**config.mk**
```make
export PLATFORM = sky130hd
export DESIGN_NAME = cmd_queue
export DESIGN_NICKNAME = d
export VERILOG_FILES = /design/src/rtl/cmdq_pkg.sv /design/src/rtl/cmdq_imm_dec.sv /design/src/rtl/cmdq_store.sv /design/src/rtl/cmdq_issue.sv /design/src/rtl/cmd_queue.sv
export SDC_FILE = /design/constraint.sdc
export NUM_CORES = 1
export LEC_CHECK = 0
export CAP_MARGIN = 40
export CORE_MARGIN = 1.5
export CORE_UTILIZATION = 48
export DETAILED_ROUTE_END_ITERATION = 10
export PLACE_DENSITY = 0.78
export SYNTH_ARGS = -nofsm -noshare
export SYNTH_HDL_FRONTEND = slang
export SYNTH_SLANG_ARGS = --single-unit
```
**constraint.sdc**
```tcl
create_clock -name clk -period 3.4 [get_ports clk]
set_input_delay 0.68 -clock clk [delete_from_list [all_inputs] [get_ports clk]]
set_output_delay 0.68 -clock clk [all_outputs]
set_load 0.01 [all_outputs]
```
**src/rtl/cmdq_pkg.sv**
```systemverilog
package cmdq_pkg;
  localparam int unsigned CMD_W = 8;
  localparam int unsigned OPC_W = CMD_W - 1;

  typedef logic [CMD_W-1:0] cmd_t;
  typedef logic [OPC_W-1:0] opc_t;

  function automatic logic dma_flag(cmd_t c);
    return c[CMD_W-1];
  endfunction

  function automatic opc_t opcode_of(cmd_t c);
    return c[OPC_W-1:0];
  endfunction
endpackage

```
**src/rtl/cmdq_imm_dec.sv**
```systemverilog
module cmdq_imm_dec
  import cmdq_pkg::*;
#(
  parameter int unsigned NUM_IMM = 3,
  parameter logic [NUM_IMM*OPC_W-1:0] IMM_LIST = {7'h04, 7'h03, 7'h02}
) (
  input  cmd_t cmd,
  output logic hit
);
  logic [NUM_IMM-1:0] match;

  for (genvar gi = 0; gi < NUM_IMM; gi++) begin : g_cmp
    assign match[gi] = (opcode_of(cmd) == IMM_LIST[gi*OPC_W +: OPC_W]);
  end

  assign hit = |match;
endmodule

```
**src/rtl/cmdq_store.sv**
```systemverilog
module cmdq_store
  import cmdq_pkg::*;
#(
  parameter int unsigned DEPTH = 2,
  localparam int unsigned CNT_W = $clog2(DEPTH + 1)
) (
  input  logic             clk,
  input  logic             rst_n,
  input  logic             push,
  input  logic             pop_req,
  input  logic             flush,
  input  cmd_t             din,
  output cmd_t             bottom,
  output cmd_t             bottom_next,
  output logic [CNT_W-1:0] count,
  output logic             fresh,
  output logic             overflow
);
  cmd_t             slot_q [DEPTH];
  cmd_t             slot_d [DEPTH];
  cmd_t             shift_src [DEPTH];
  logic [DEPTH-1:0] slot_en;
  logic [CNT_W-1:0] cnt_q, cnt_d, base;
  logic             pop, room, take;

  assign pop = pop_req && (cnt_q != '0);

  always_comb begin
    base     = pop ? cnt_q - 1'b1 : cnt_q;
    room     = (base < CNT_W'(DEPTH));
    take     = push && !flush && room;
    overflow = push && !flush && !room;
    cnt_d    = flush ? '0 : base + CNT_W'(take);
  end

  always_comb begin
    for (int i = 0; i < DEPTH; i++) shift_src[i] = slot_q[i];
    for (int i = 1; i < DEPTH; i++) shift_src[i-1] = slot_q[i];
  end

  always_comb begin
    for (int i = 0; i < DEPTH; i++) begin
      slot_d[i]  = slot_q[i];
      slot_en[i] = 1'b0;
      if (!flush) begin
        if (take && base == CNT_W'(i)) begin
          slot_d[i]  = din;
          slot_en[i] = 1'b1;
        end else if (pop) begin
          slot_d[i]  = shift_src[i];
          slot_en[i] = 1'b1;
        end
      end
    end
  end

  always_ff @(posedge clk) begin
    for (int i = 0; i < DEPTH; i++) begin
      if (slot_en[i]) slot_q[i] <= slot_d[i];
    end
  end

  always_ff @(posedge clk or negedge rst_n) begin
    if (!rst_n) cnt_q <= '0;
    else        cnt_q <= cnt_d;
  end

  assign fresh       = !flush && (cnt_d != '0) && (pop || cnt_q == '0);
  assign bottom      = slot_q[0];
  assign bottom_next = slot_d[0];
  assign count       = cnt_q;

  // a dropped write leaves the occupancy untouched
  assert_drop_keeps_count_R4: assert property (@(posedge clk) disable iff (!rst_n)
    overflow |=> cnt_q == $past(cnt_q));

  // completion on an empty queue changes nothing
  assert_idle_pop_R8: assert property (@(posedge clk) disable iff (!rst_n)
    (pop_req && cnt_q == '0 && !push) |=> cnt_q == '0);
endmodule

```
**src/rtl/cmdq_issue.sv**
```systemverilog
module cmdq_issue
  import cmdq_pkg::*;
(
  input  logic clk,
  input  logic rst_n,
  input  logic fresh,
  input  cmd_t bottom_next,
  input  logic imm_we,
  input  cmd_t host_cmd,
  input  logic flush,
  input  logic busy_now,
  input  logic overflow,
  output logic seq_issue,
  output logic urg_issue,
  output cmd_t urg_cmd,
  output cmd_t rdback,
  output logic abort,
  output logic err
);
  logic issue_d, urg_d, abort_d, err_d, urg_en, rd_en;
  cmd_t rd_d;

  always_comb begin
    issue_d = fresh;
    urg_d   = imm_we;
    urg_en  = imm_we;
    abort_d = flush && busy_now;
    err_d   = flush ? 1'b0 : (err || overflow);
    rd_en   = imm_we || fresh;
    rd_d    = imm_we ? host_cmd : bottom_next;
  end

  always_ff @(posedge clk or negedge rst_n) begin
    if (!rst_n) begin
      seq_issue <= 1'b0;
      urg_issue <= 1'b0;
      abort     <= 1'b0;
      err       <= 1'b0;
    end else begin
      seq_issue <= issue_d;
      urg_issue <= urg_d;
      abort     <= abort_d;
      err       <= err_d;
    end
  end

  always_ff @(posedge clk or negedge rst_n) begin
    if (!rst_n)      urg_cmd <= '0;
    else if (urg_en) urg_cmd <= host_cmd;
  end

  always_ff @(posedge clk or negedge rst_n) begin
    if (!rst_n)     rdback <= '0;
    else if (rd_en) rdback <= rd_d;
  end

  // the error flag only rises after a write hit a full queue
  assert_err_cause_R4: assert property (@(posedge clk) disable iff (!rst_n)
    $rose(err) |-> $past(overflow));

  // abort strobe lasts a single cycle
  assert_abort_single_R7: assert property (@(posedge clk) disable iff (!rst_n)
    (abort && !(flush && busy_now)) |=> !abort);
endmodule

```
**src/rtl/cmd_queue.sv**
```systemverilog
module cmd_queue
  import cmdq_pkg::*;
#(
  parameter int unsigned DEPTH   = 2,
  parameter int unsigned NUM_IMM = 3,
  parameter logic [NUM_IMM*OPC_W-1:0] IMM_LIST = {7'h04, 7'h03, 7'h02},
  localparam int unsigned CNT_W = $clog2(DEPTH + 1)
) (
  input  logic             clk,
  input  logic             rst_n,
  input  logic             host_we,
  input  logic [CMD_W-1:0] host_cmd,
  input  logic             flush,
  input  logic             seq_done,
  output logic             seq_issue,
  output logic [CMD_W-1:0] seq_cmd,
  output logic             seq_dma,
  output logic             seq_abort,
  output logic             urg_issue,
  output logic [CMD_W-1:0] urg_cmd,
  output logic [CMD_W-1:0] cmd_rdback,
  output logic             q_busy,
  output logic             ovf_err
);
  logic             imm_hit, imm_we, push, fresh, overflow;
  cmd_t             bottom, bottom_next;
  logic [CNT_W-1:0] count;

  cmdq_imm_dec #(.NUM_IMM(NUM_IMM), .IMM_LIST(IMM_LIST)) u_dec (
    .cmd (host_cmd),
    .hit (imm_hit)
  );

  assign imm_we = host_we && imm_hit;
  assign push   = host_we && !imm_hit;

  cmdq_store #(.DEPTH(DEPTH)) u_store (
    .clk         (clk),
    .rst_n       (rst_n),
    .push        (push),
    .pop_req     (seq_done),
    .flush       (flush),
    .din         (host_cmd),
    .bottom      (bottom),
    .bottom_next (bottom_next),
    .count       (count),
    .fresh       (fresh),
    .overflow    (overflow)
  );

  cmdq_issue u_issue (
    .clk         (clk),
    .rst_n       (rst_n),
    .fresh       (fresh),
    .bottom_next (bottom_next),
    .imm_we      (imm_we),
    .host_cmd    (host_cmd),
    .flush       (flush),
    .busy_now    (count != '0),
    .overflow    (overflow),
    .seq_issue   (seq_issue),
    .urg_issue   (urg_issue),
    .urg_cmd     (urg_cmd),
    .rdback      (cmd_rdback),
    .abort       (seq_abort),
    .err         (ovf_err)
  );

  assign seq_cmd = bottom;
  assign seq_dma = dma_flag(bottom);
  assign q_busy  = (count != '0);

  // write into an empty queue starts on the next cycle
  assert_start_from_empty_R2: assert property (@(posedge clk) disable iff (!rst_n)
    (push && !flush && !q_busy) |=> seq_issue && seq_cmd == $past(host_cmd));

  // an issue strobe always names a held command
  assert_issue_needs_entry_R3: assert property (@(posedge clk) disable iff (!rst_n)
    seq_issue |-> q_busy);

  // urgent words bypass the queue
  assert_urgent_bypass_R5: assert property (@(posedge clk) disable iff (!rst_n)
    imm_we |=> urg_issue && urg_cmd == $past(host_cmd));

  // flush empties the queue and keeps the read-back word
  assert_flush_empties_R7: assert property (@(posedge clk) disable iff (!rst_n)
    (flush && !imm_we) |=> !q_busy && cmd_rdback == $past(cmd_rdback));

  // last completion drains the queue
  assert_last_done_R10: assert property (@(posedge clk) disable iff (!rst_n)
    (seq_done && count == CNT_W'(1) && !host_we && !flush) |=> !q_busy && !seq_issue);
endmodule

```
## Yosys cells after proc, flatten, opt, wreduce, memory -nomap -nowiden

Memories as Yosys holds them, arrays and structs flattened.
Index checks and enable logic that the tools add are counted.

- Output and inout bits: 30
- Bits in writable memories: 16
- Memories: 1
- Bits in registers: 22
- Input port bits: 13

Memory list:

| memory | words | width | rd ports | clocked after Yosys merged registers in | write ports | RTL line | RTL |
|---|---|---|---|---|---|---|---|
| u_store.slot_q | 2 | 8 | 2 | 0 | 2 | cmdq_store.sv:19 | `cmd_t slot_q [DEPTH];` |

- Muxes and demuxes: 18
- Add/sub/neg operators: 2
- Reduce and logical (&&, ||, !) cells: 22
- Magnitude comparators: 1
- Equality and inequality tests: 4

Operators with widths:

| operator | count |
|---|---|
| $mux W8 | 6 |
| $eq A7 B2 Y1 const B | 2 |
| $logic_and A1 B1 Y1 | 11 |
| $mux W1 | 10 |
| $eq A7 B3 Y1 const B | 1 |
| $logic_not A2 Y1 | 2 |
| $mux W2 | 2 |
| $reduce_bool A2 Y1 | 2 |
| $logic_not A1 Y1 | 3 |
| $logic_or A1 B1 Y1 | 3 |
| $reduce_or A3 Y1 | 1 |
| $add A2 B1 Y2 | 1 |
| $eq A2 B1 Y1 const B | 1 |
| $lt A2 B2 Y1 const B | 1 |
| $sub A2 B1 Y2 const B | 1 |

## Depth between registers and ports, before layout

Gate-level depths: netlist of the first run.

- Depth in word-level cells: 12
- Gate-level depth with buffers: 13
- Gate-level depth less buffers: 12

## Cells and area by module

Synthesis of the first run repeated with hierarchy kept, for this count alone.

- Cells, all modules: 155
- Area total of the unflattened synthesis: 1742.9 µm²

Modules (own cells, without submodules):

| module | instances | cells each | area an instance (µm²) |
|---|---|---|---|
| cmdq_store | 1 | 81 | 917.1 |
| cmdq_issue | 1 | 66 | 764.5 |
| cmdq_imm_dec | 1 | 4 | 31.3 |
| cmd_queue | 1 | 4 | 30.0 |

## Worst setup path before layout of the first run

Ideal clock, no wire load.

- Path kind: input -> register
- Start: input port host_cmd[3]
- End: register u_issue.rdback[0]
- Buffers on the path: 0
- Setup time: 0.138 ns
- Path slack: 0.542 ns
- Stages: 9
- Arrival time: 2.721 ns
- Cell sequence: or4_1 > a21oi_4 > nor3_1 > ha_1 > a2111o_1 > nand3_1 > inv_1 > nand2_2 > o221ai_1

- Cells in the longest elaborated chain, start to end: 12
- Elaborated cells on any way between the ends: 19

RTL lines:

| what | RTL line | RTL |
|---|---|---|
| start, declared | cmd_queue.sv:12 | `input logic [CMD_W-1:0] host_cmd,` |
| $eq A7 B2 Y1 or $eq A7 B3 Y1 (tied branches) | cmdq_imm_dec.sv:13 | `assign match[gi] = (opcode_of(cmd) == IMM_LIST[gi*OPC_W +: OPC_W]);` |
| $reduce_or A3 Y1 (*) | cmdq_imm_dec.sv:16 | `assign hit = \|match;` |
| $logic_not A1 Y1 (*) | cmd_queue.sv:35 | `assign push = host_we && !imm_hit;` |
| $logic_and A1 B1 Y1 (*) | cmd_queue.sv:35 |  |
| $logic_and A1 B1 Y1 (*) (2 in series) | cmdq_store.sv:31 | `take = push && !flush && room;` |
| $add A2 B1 Y2 (*) | cmdq_store.sv:33 | `cnt_d = flush ? '0 : base + CNT_W'(take);` |
| $mux W2 (*) | cmdq_store.sv:33 |  |
| $reduce_bool A2 Y1 (*) | cmdq_store.sv:68 | `assign fresh = !flush && (cnt_d != '0) && (pop \|\| cnt_q == '0);` |
| $logic_and A1 B1 Y1 (*) (2 in series) | cmdq_store.sv:68 |  |
| net fresh | cmd_queue.sv:25 | `logic imm_hit, imm_we, push, fresh, overflow;` |
| $logic_or A1 B1 Y1 (*) | cmdq_issue.sv:29 | `rd_en = imm_we \|\| fresh;` |
| end signal, assigned | cmdq_issue.sv:54 | `else if (rd_en) rdback <= rd_d;` |
| end, declared | cmdq_issue.sv:16 | `output cmd_t rdback,` |

Mark *: on every way through the listed nets, which the timed path passes. The rest lies on a longest branch.
A chain may end at the register's enable or synchronous reset.

## Worst setup path in the final report of the first run

- Start: input port host_cmd[4]
- End: register u_issue.rdback[1]

- Cells in the longest elaborated chain, start to end: 12
- Elaborated cells on any way between the ends: 19

RTL lines:

| what | RTL line |
|---|---|
| $eq A7 B2 Y1 or $eq A7 B3 Y1 (tied branches) | cmdq_imm_dec.sv:13 |
| $reduce_or A3 Y1 (*) | cmdq_imm_dec.sv:16 |
| $logic_not A1 Y1 | cmd_queue.sv:35 |
| $logic_and A1 B1 Y1 | cmd_queue.sv:35 |
| $logic_and A1 B1 Y1 (2 in series) | cmdq_store.sv:31 |
| $add A2 B1 Y2 | cmdq_store.sv:33 |
| $mux W2 | cmdq_store.sv:33 |
| $reduce_bool A2 Y1 | cmdq_store.sv:68 |
| $logic_and A1 B1 Y1 (2 in series) | cmdq_store.sv:68 |
| $logic_or A1 B1 Y1 | cmdq_issue.sv:29 |

Every way passes the cells marked *; elsewhere a longest branch is shown, timed or not.

==> results of run 1 <==
[kinds of logic (layout without fill, tap and decap cells)]
group,after synthesis,in the layout,synth area share
muxes,4,4,0.0231
DFF,38,38,0.594
AOI/OAI and AO/OA,31,31,0.128
adders and majority gates,2,2,0.0144
and+or+nand+nor,57,57,0.180
buffers and inverters,18,70,0.0505
xor gates and xnor gates,2,2,0.0101
[worst max path at each step]
stage	endpoint
CTS	u_issue.rdback[1]
global placement	u_issue.rdback[1]
detailed placement	u_issue.rdback[7]
floorplan	u_issue.rdback[0]
finish	u_issue.rdback[1]
global route	u_issue.rdback[1]
[flip-flops by register name (all words and copies together) (netlist names)]
signal,cells
u_issue.urg_cmd,8
u_issue.urg_issue,1
u_store.slot_q,16
u_issue.seq_issue,1
u_store.count,2
u_issue.err,1
u_issue.abort,1
u_issue.rdback,8
[power breakdown]
group | leakage, nW | switching [mW] | internal (mW)
Sequential | 0.435 | 0.0629 | 0.621
Combinational | 0.494 | 0.395 | 0.412
Clock | 0.0431 | 0.148 | 0.123
Total | 0.972 | 0.606 | 1.16
[cell type report]
| class | instances | area, um^2 |
|---|---|---|
| tap | 46 | 57.6 |
| multi-input combinational | 96 | 617 |
| sequential | 38 | 1030 |
| clock buffer | 6 | 62.6 |
| fill | 260 | 1070 |
| clock inverter | 2 | 10.0 |
| inverter | 11 | 41.3 |
| timing repair buffer | 51 | 495 |
[placed cells by master (no fill, tap or decap), types with 5 or more instances in the layout]
master            n
clkdlybuf4s50_1  42
dfrtp_1          22
nor2_1           16
edfxtp_1         16
inv_1            11
nand2_1          10
o21ai_0           9
nand3_1           9
buf_4             8
and2_1            5
clkbuf_4          5
[critical path: stages]
cell and delay (ns):
clkdlybuf4s50_1 0.45, or4_1 0.58, a21oi_4 0.15, nor3_1 0.08, ha_1 0.33, a2111o_1 0.35
nand3_1 0.17, o21a_1 0.22, o221ai_1 0.13
[layer usage]
| layer | track usage | wire [um] | share of wire |
|---|---|---|---|
| met1 | 0.263 | 1660 | 0.43 |
| met2 | 0.344 | 1920 | 0.49 |
| met3 | 0.0679 | 207 | 0.053 |
| met4 | 0.106 | 94 | 0.024 |
| met5 | 0 | 0 | 0 |
[per-stage QoR]
step                      instance area, um^2  instances  worst slack [ns]  utilization
after floorplan                          1740        152             0.542            -
after global placement                   2230        241             0.174        0.657
after detailed placement                 2240        242             0.106        0.661
after CTS                                2310        250             0.474        0.683
after global routing                     2310        250             0.338        0.683
final                                    2310        250             0.472        0.683
==> results.yml, run 1 <==
critical_path:
  r2r_slack_ns: 0.73
  critPathLaunch: "host_cmd[4]"
  crit_type: "in2reg"
  worstReg2RegStart: "u_store.count[1]"
  required_ns: 3.61
  crit_arrival_ns: 3.14
  crit_path_start_kind: "input pin"
  endpoint_kind: "flip-flop"
  crit_path_max_fanout: 5
  worstReg2RegEnd: "u_issue.rdback[1]"
  reg2reg_depth: 10
clock_network:
  clock-sinks: 38
  htreeDepth: 2
  clk_pin_slew_ns: 0.11
  cts_max_path_buffers: 2
  cts_resized: 0
  numCtsBuffers: 5
  clock-root-buffer: "clkbuf_4"
  postCtsSetupBuffers: 0
  cts_tree: "built"
  worstSkewPairLatency_ns: 0.34
  hold_buffers: 0
synth:
  yosysMostFrequentCell: "dfrtp_1"
  syn_nets: 167
  ys_ff_latch: 38
  postSynth.asyncResetShare: 0.579
  syn_area_per_cell_um2: 11.4
  synth_ff_type: "dfrtp_1"
  synth_top_area_share: 0.317
  yosysWarningCount: 0
  netlist_area_um2: 1740
  synth_edf_count: 16
  synthDistinctLibCells: 36
  synth_area_leader_cell: "dfrtp_1"
  yosys-top-cells-area: "dfrtp_1, edfxtp_1, nor2_1"
  synth_commonest_cells: "dfrtp_1, edfxtp_1, nor2_1, inv_1, nand2_1"
  ys_seq_area_frac: 0.594
  syn_inst: 152
sta:
  worst_pin_slew_ns: 0.657
  period_share: 0.861
  report.final.slew_viol_count: 0
  whs_ns: 0.488
  period_needed_ns: 2.93
  finClkSkew_ns: 0.0121
  setup_viol_count_final: 0
  final.setup.tns_ns: 0
  fmax_mhz: 342
  hold_viol: 0
  slew_headroom: 0.561
  rsz0062_at_grt: "no"
layout:
  drive_gt1_frac: 0.132
  n_antenna_cell: 0
  area_growth_pct: 33.4
  nNetsFinal: 218
route:
  viasPerCell: 5.46
  final_antenna_net_count: 0
  dr.pass1.iters: 4
  num_vias: 1365
  drt_iter0_markers: 96
  wire_per_inst_um: 15.5
  drt-total-wl_um: 3870
  drc: 0
power:
  p_total_mw: 1.76
  leakage_nw: 0.972
  power_density_nw_per_um2: 761
  peakVddDrop_mv: 0.387
grt:
  grt_antenna_before_repair: 0
  first_global_vias: 1396
  grt_usage: 0.215
  grt_pass1_wl_um: 6500
  grt_max_degree: 24
  overflow: 0
status:
  outcome: "completed"
hold_path:
  hold_end: "u_issue.urg_cmd[0]"
  hold_depth: 2
  worst_hold_path_type: "reg2reg"
  min_from: "u_issue.urg_cmd[0]"
die:
  initial_utilization: 0.512
  row_count: 21
  fp.coreArea_um2: 3390
  dieArea_um2: 3990
  die_h_um: 63.1
  io_pins: 43
  die_width_um: 63.1
placed_design:
  place_congestion: 0.802
  hpwl_um: 2840
  io_buffers: 42
job:
  max-cap-violations: 0
No activity file was read; power rests on OpenSTA's default activity.
==> inputs of run 2 (changes only) <==
--- a/config.mk
+++ b/config.mk
@@ -6,9 +6,9 @@
 export NUM_CORES = 1
 export LEC_CHECK = 0
 export CAP_MARGIN = 40
-export CORE_MARGIN = 1.5
 export CORE_UTILIZATION = 48
 export DETAILED_ROUTE_END_ITERATION = 10
+export HOLD_SLACK_MARGIN = 0.05
 export PLACE_DENSITY = 0.78
 export SYNTH_ARGS = -nofsm -noshare
 export SYNTH_HDL_FRONTEND = slang
==> results.yml, run 2 (synthesis results as in run 1) <==
status:
  outcome: "completed"
route:
  drt-total-wl_um: 3810
  num_vias: 1348
  final_antenna_net_count: 0
  drc: 0
  wire_per_inst_um: 15.2
  drt_iter0_markers: 54
  viasPerCell: 5.37
  dr.pass1.iters: 4
clock_network:
  cts_tree: "built"
  htreeDepth: 2
  clk_pin_slew_ns: 0.11
  hold_buffers: 0
  postCtsSetupBuffers: 0
  numCtsBuffers: 5
  cts_resized: 0
  clock-sinks: 38
  clock-root-buffer: "clkbuf_4"
  cts_max_path_buffers: 2
  worstSkewPairLatency_ns: 0.33
layout:
  top_register: "u_store.slot_q"
  drive_gt1_frac: 0.132
  largest_register_ffs: 16
  nNetsFinal: 219
  fin_cells: 251
  area_growth_pct: 33.1
  fillers: 275
  reg_top3: "u_store.slot_q: 16 flops, u_issue.rdback: 8 flops, u_issue.urg_cmd: 8 flops"
  n_antenna_cell: 0
  layout_commonest_cell: "clkdlybuf4s50_1"
  final_cell_mix: "clkdlybuf4s50_1, dfrtp_1, nor2_1, edfxtp_1, inv_1"
sta:
  period_share: 0.889
  slew_headroom: 0.685
  setup_viol_count_final: 0
  final.setup.tns_ns: 0
  worst_pin_slew_ns: 0.472
  report.final.slew_viol_count: 0
  hold_viol: 0
  fmax_mhz: 331
  period_needed_ns: 3.02
  rsz0062_at_grt: "no"
  finClkSkew_ns: 0.0125
die:
  die_width_um: 62.1
  die_h_um: 62.1
  row_count: 21
  fp.coreArea_um2: 3390
  io_pins: 43
  initial_utilization: 0.512
  dieArea_um2: 3860
grt:
  grt_antenna_before_repair: 0
  grt_pass1_wl_um: 6590
  overflow: 0
  first_global_vias: 1358
  grt_max_degree: 20
  grt_usage: 0.222
critical_path:
  required_ns: 3.59
  crit_type: "in2reg"
  endpoint_kind: "flip-flop"
  crit_path_start_kind: "input pin"
  crit_path_max_fanout: 5
  crit_arrival_ns: 3.21
placed_design:
  io_buffers: 42
  place_inst: 243
  place_congestion: 0.809
  hpwl_um: 2920
job:
  max-cap-violations: 0
power:
  leakage_nw: 0.968
  internal_power_mw: 1.13
  pwr-share-clk: 0.137
  power_density_nw_per_um2: 746
  power_frac_comb: 0.468
  seqPwrFrac: 0.395
  swShare: 0.343
  peakVddDrop_mv: 0.470
  power_switching_mw: 0.591
hold_path:
  worst_hold_path_type: "reg2reg"
[run 2: changes by cell type in the layout (fill, tap and decap cells not counted), sizes merged]
| cell | before | now |
|---|---|---|
| clkinv | 2 | 1 |
| buf | 9 | 10 |
| clkbuf | 6 | 7 |
[run 2: final cells by class]
cell class	count	area (um^2)	share of cell area
timing repair buffer	52	503	0.218
multi-input combinational	96	617	0.267
tap	46	57.6	0.0249
inverter	11	41.3	0.0179
clock inverter	1	5.00	0.00217
sequential	38	1030	0.446
clock buffer	7	55.1	0.0238
[run 2: power by group through the flow]
stage / Sequential (mW) / Combinational [mW] / Clock, mW
floorplan: 0.724 / 0.422 / 0
global placement: 0.686 / 0.775 / 0
detailed placement: 0.692 / 0.807 / 0
CTS: 0.682 / 0.813 / 0.242
global route: 0.696 / 0.887 / 0.259
finish: 0.681 / 0.808 / 0.235
[run 2: final timing paths]
| path | start | endpoint | slack (ns) | cells past startpoint |
|---|---|---|---|---|
| max | host_cmd[4] | u_issue.rdback[7] | 0.38 | 9 |
| max reg2reg | u_store.count[1] | u_issue.rdback[7] | 0.71 | 10 |
| min reg2reg | u_issue.urg_cmd[7] | u_issue.urg_cmd[7] | 0.49 | 2 |
| min in group asynchronous | rst_n | u_issue.urg_cmd[3] | 0.56 | 1 |
| max in group asynchronous | rst_n | u_issue.seq_issue | 2.46 | 2 |
| min | u_issue.urg_cmd[7] | u_issue.urg_cmd[7] | 0.49 | 2 |
[run 2: layer usage]
| metal | routed length [um] | track usage | up-vias |
|---|---|---|---|
| met3 | 188 | 0.0423 | 8 |
| met2 | 2010 | 0.367 | 49 |
| met1 | 1540 | 0.284 | 650 |
| li1 | - | - | 641 |
| met4 | 80 | 0.0988 | 0 |
| met5 | 0 | 0 | - |
[run 2: critical path: stages]
cell	delay, ns
clkdlybuf4s50_1	0.46
or4_1	0.60
a21oi_4	0.15
nor3_1	0.08
ha_1	0.34
a2111o_1	0.36
nand3_1	0.18
o21a_1	0.22
o221ai_1	0.15
[run 2: metrics by stage]
stage	setup WS, ns	area [um^2]	power [mW]	utilization	hold WS, ns
after global placement	0.166	2230	1.46	0.659	0.462
final	0.378	2310	1.72	0.681	0.488
after detailed placement	0.0571	2250	1.50	0.664	0.471
after CTS	0.407	2310	1.74	0.681	0.497
after floorplan	0.542	1740	1.15	-	0.384
after global routing	0.294	2310	1.84	0.681	0.518
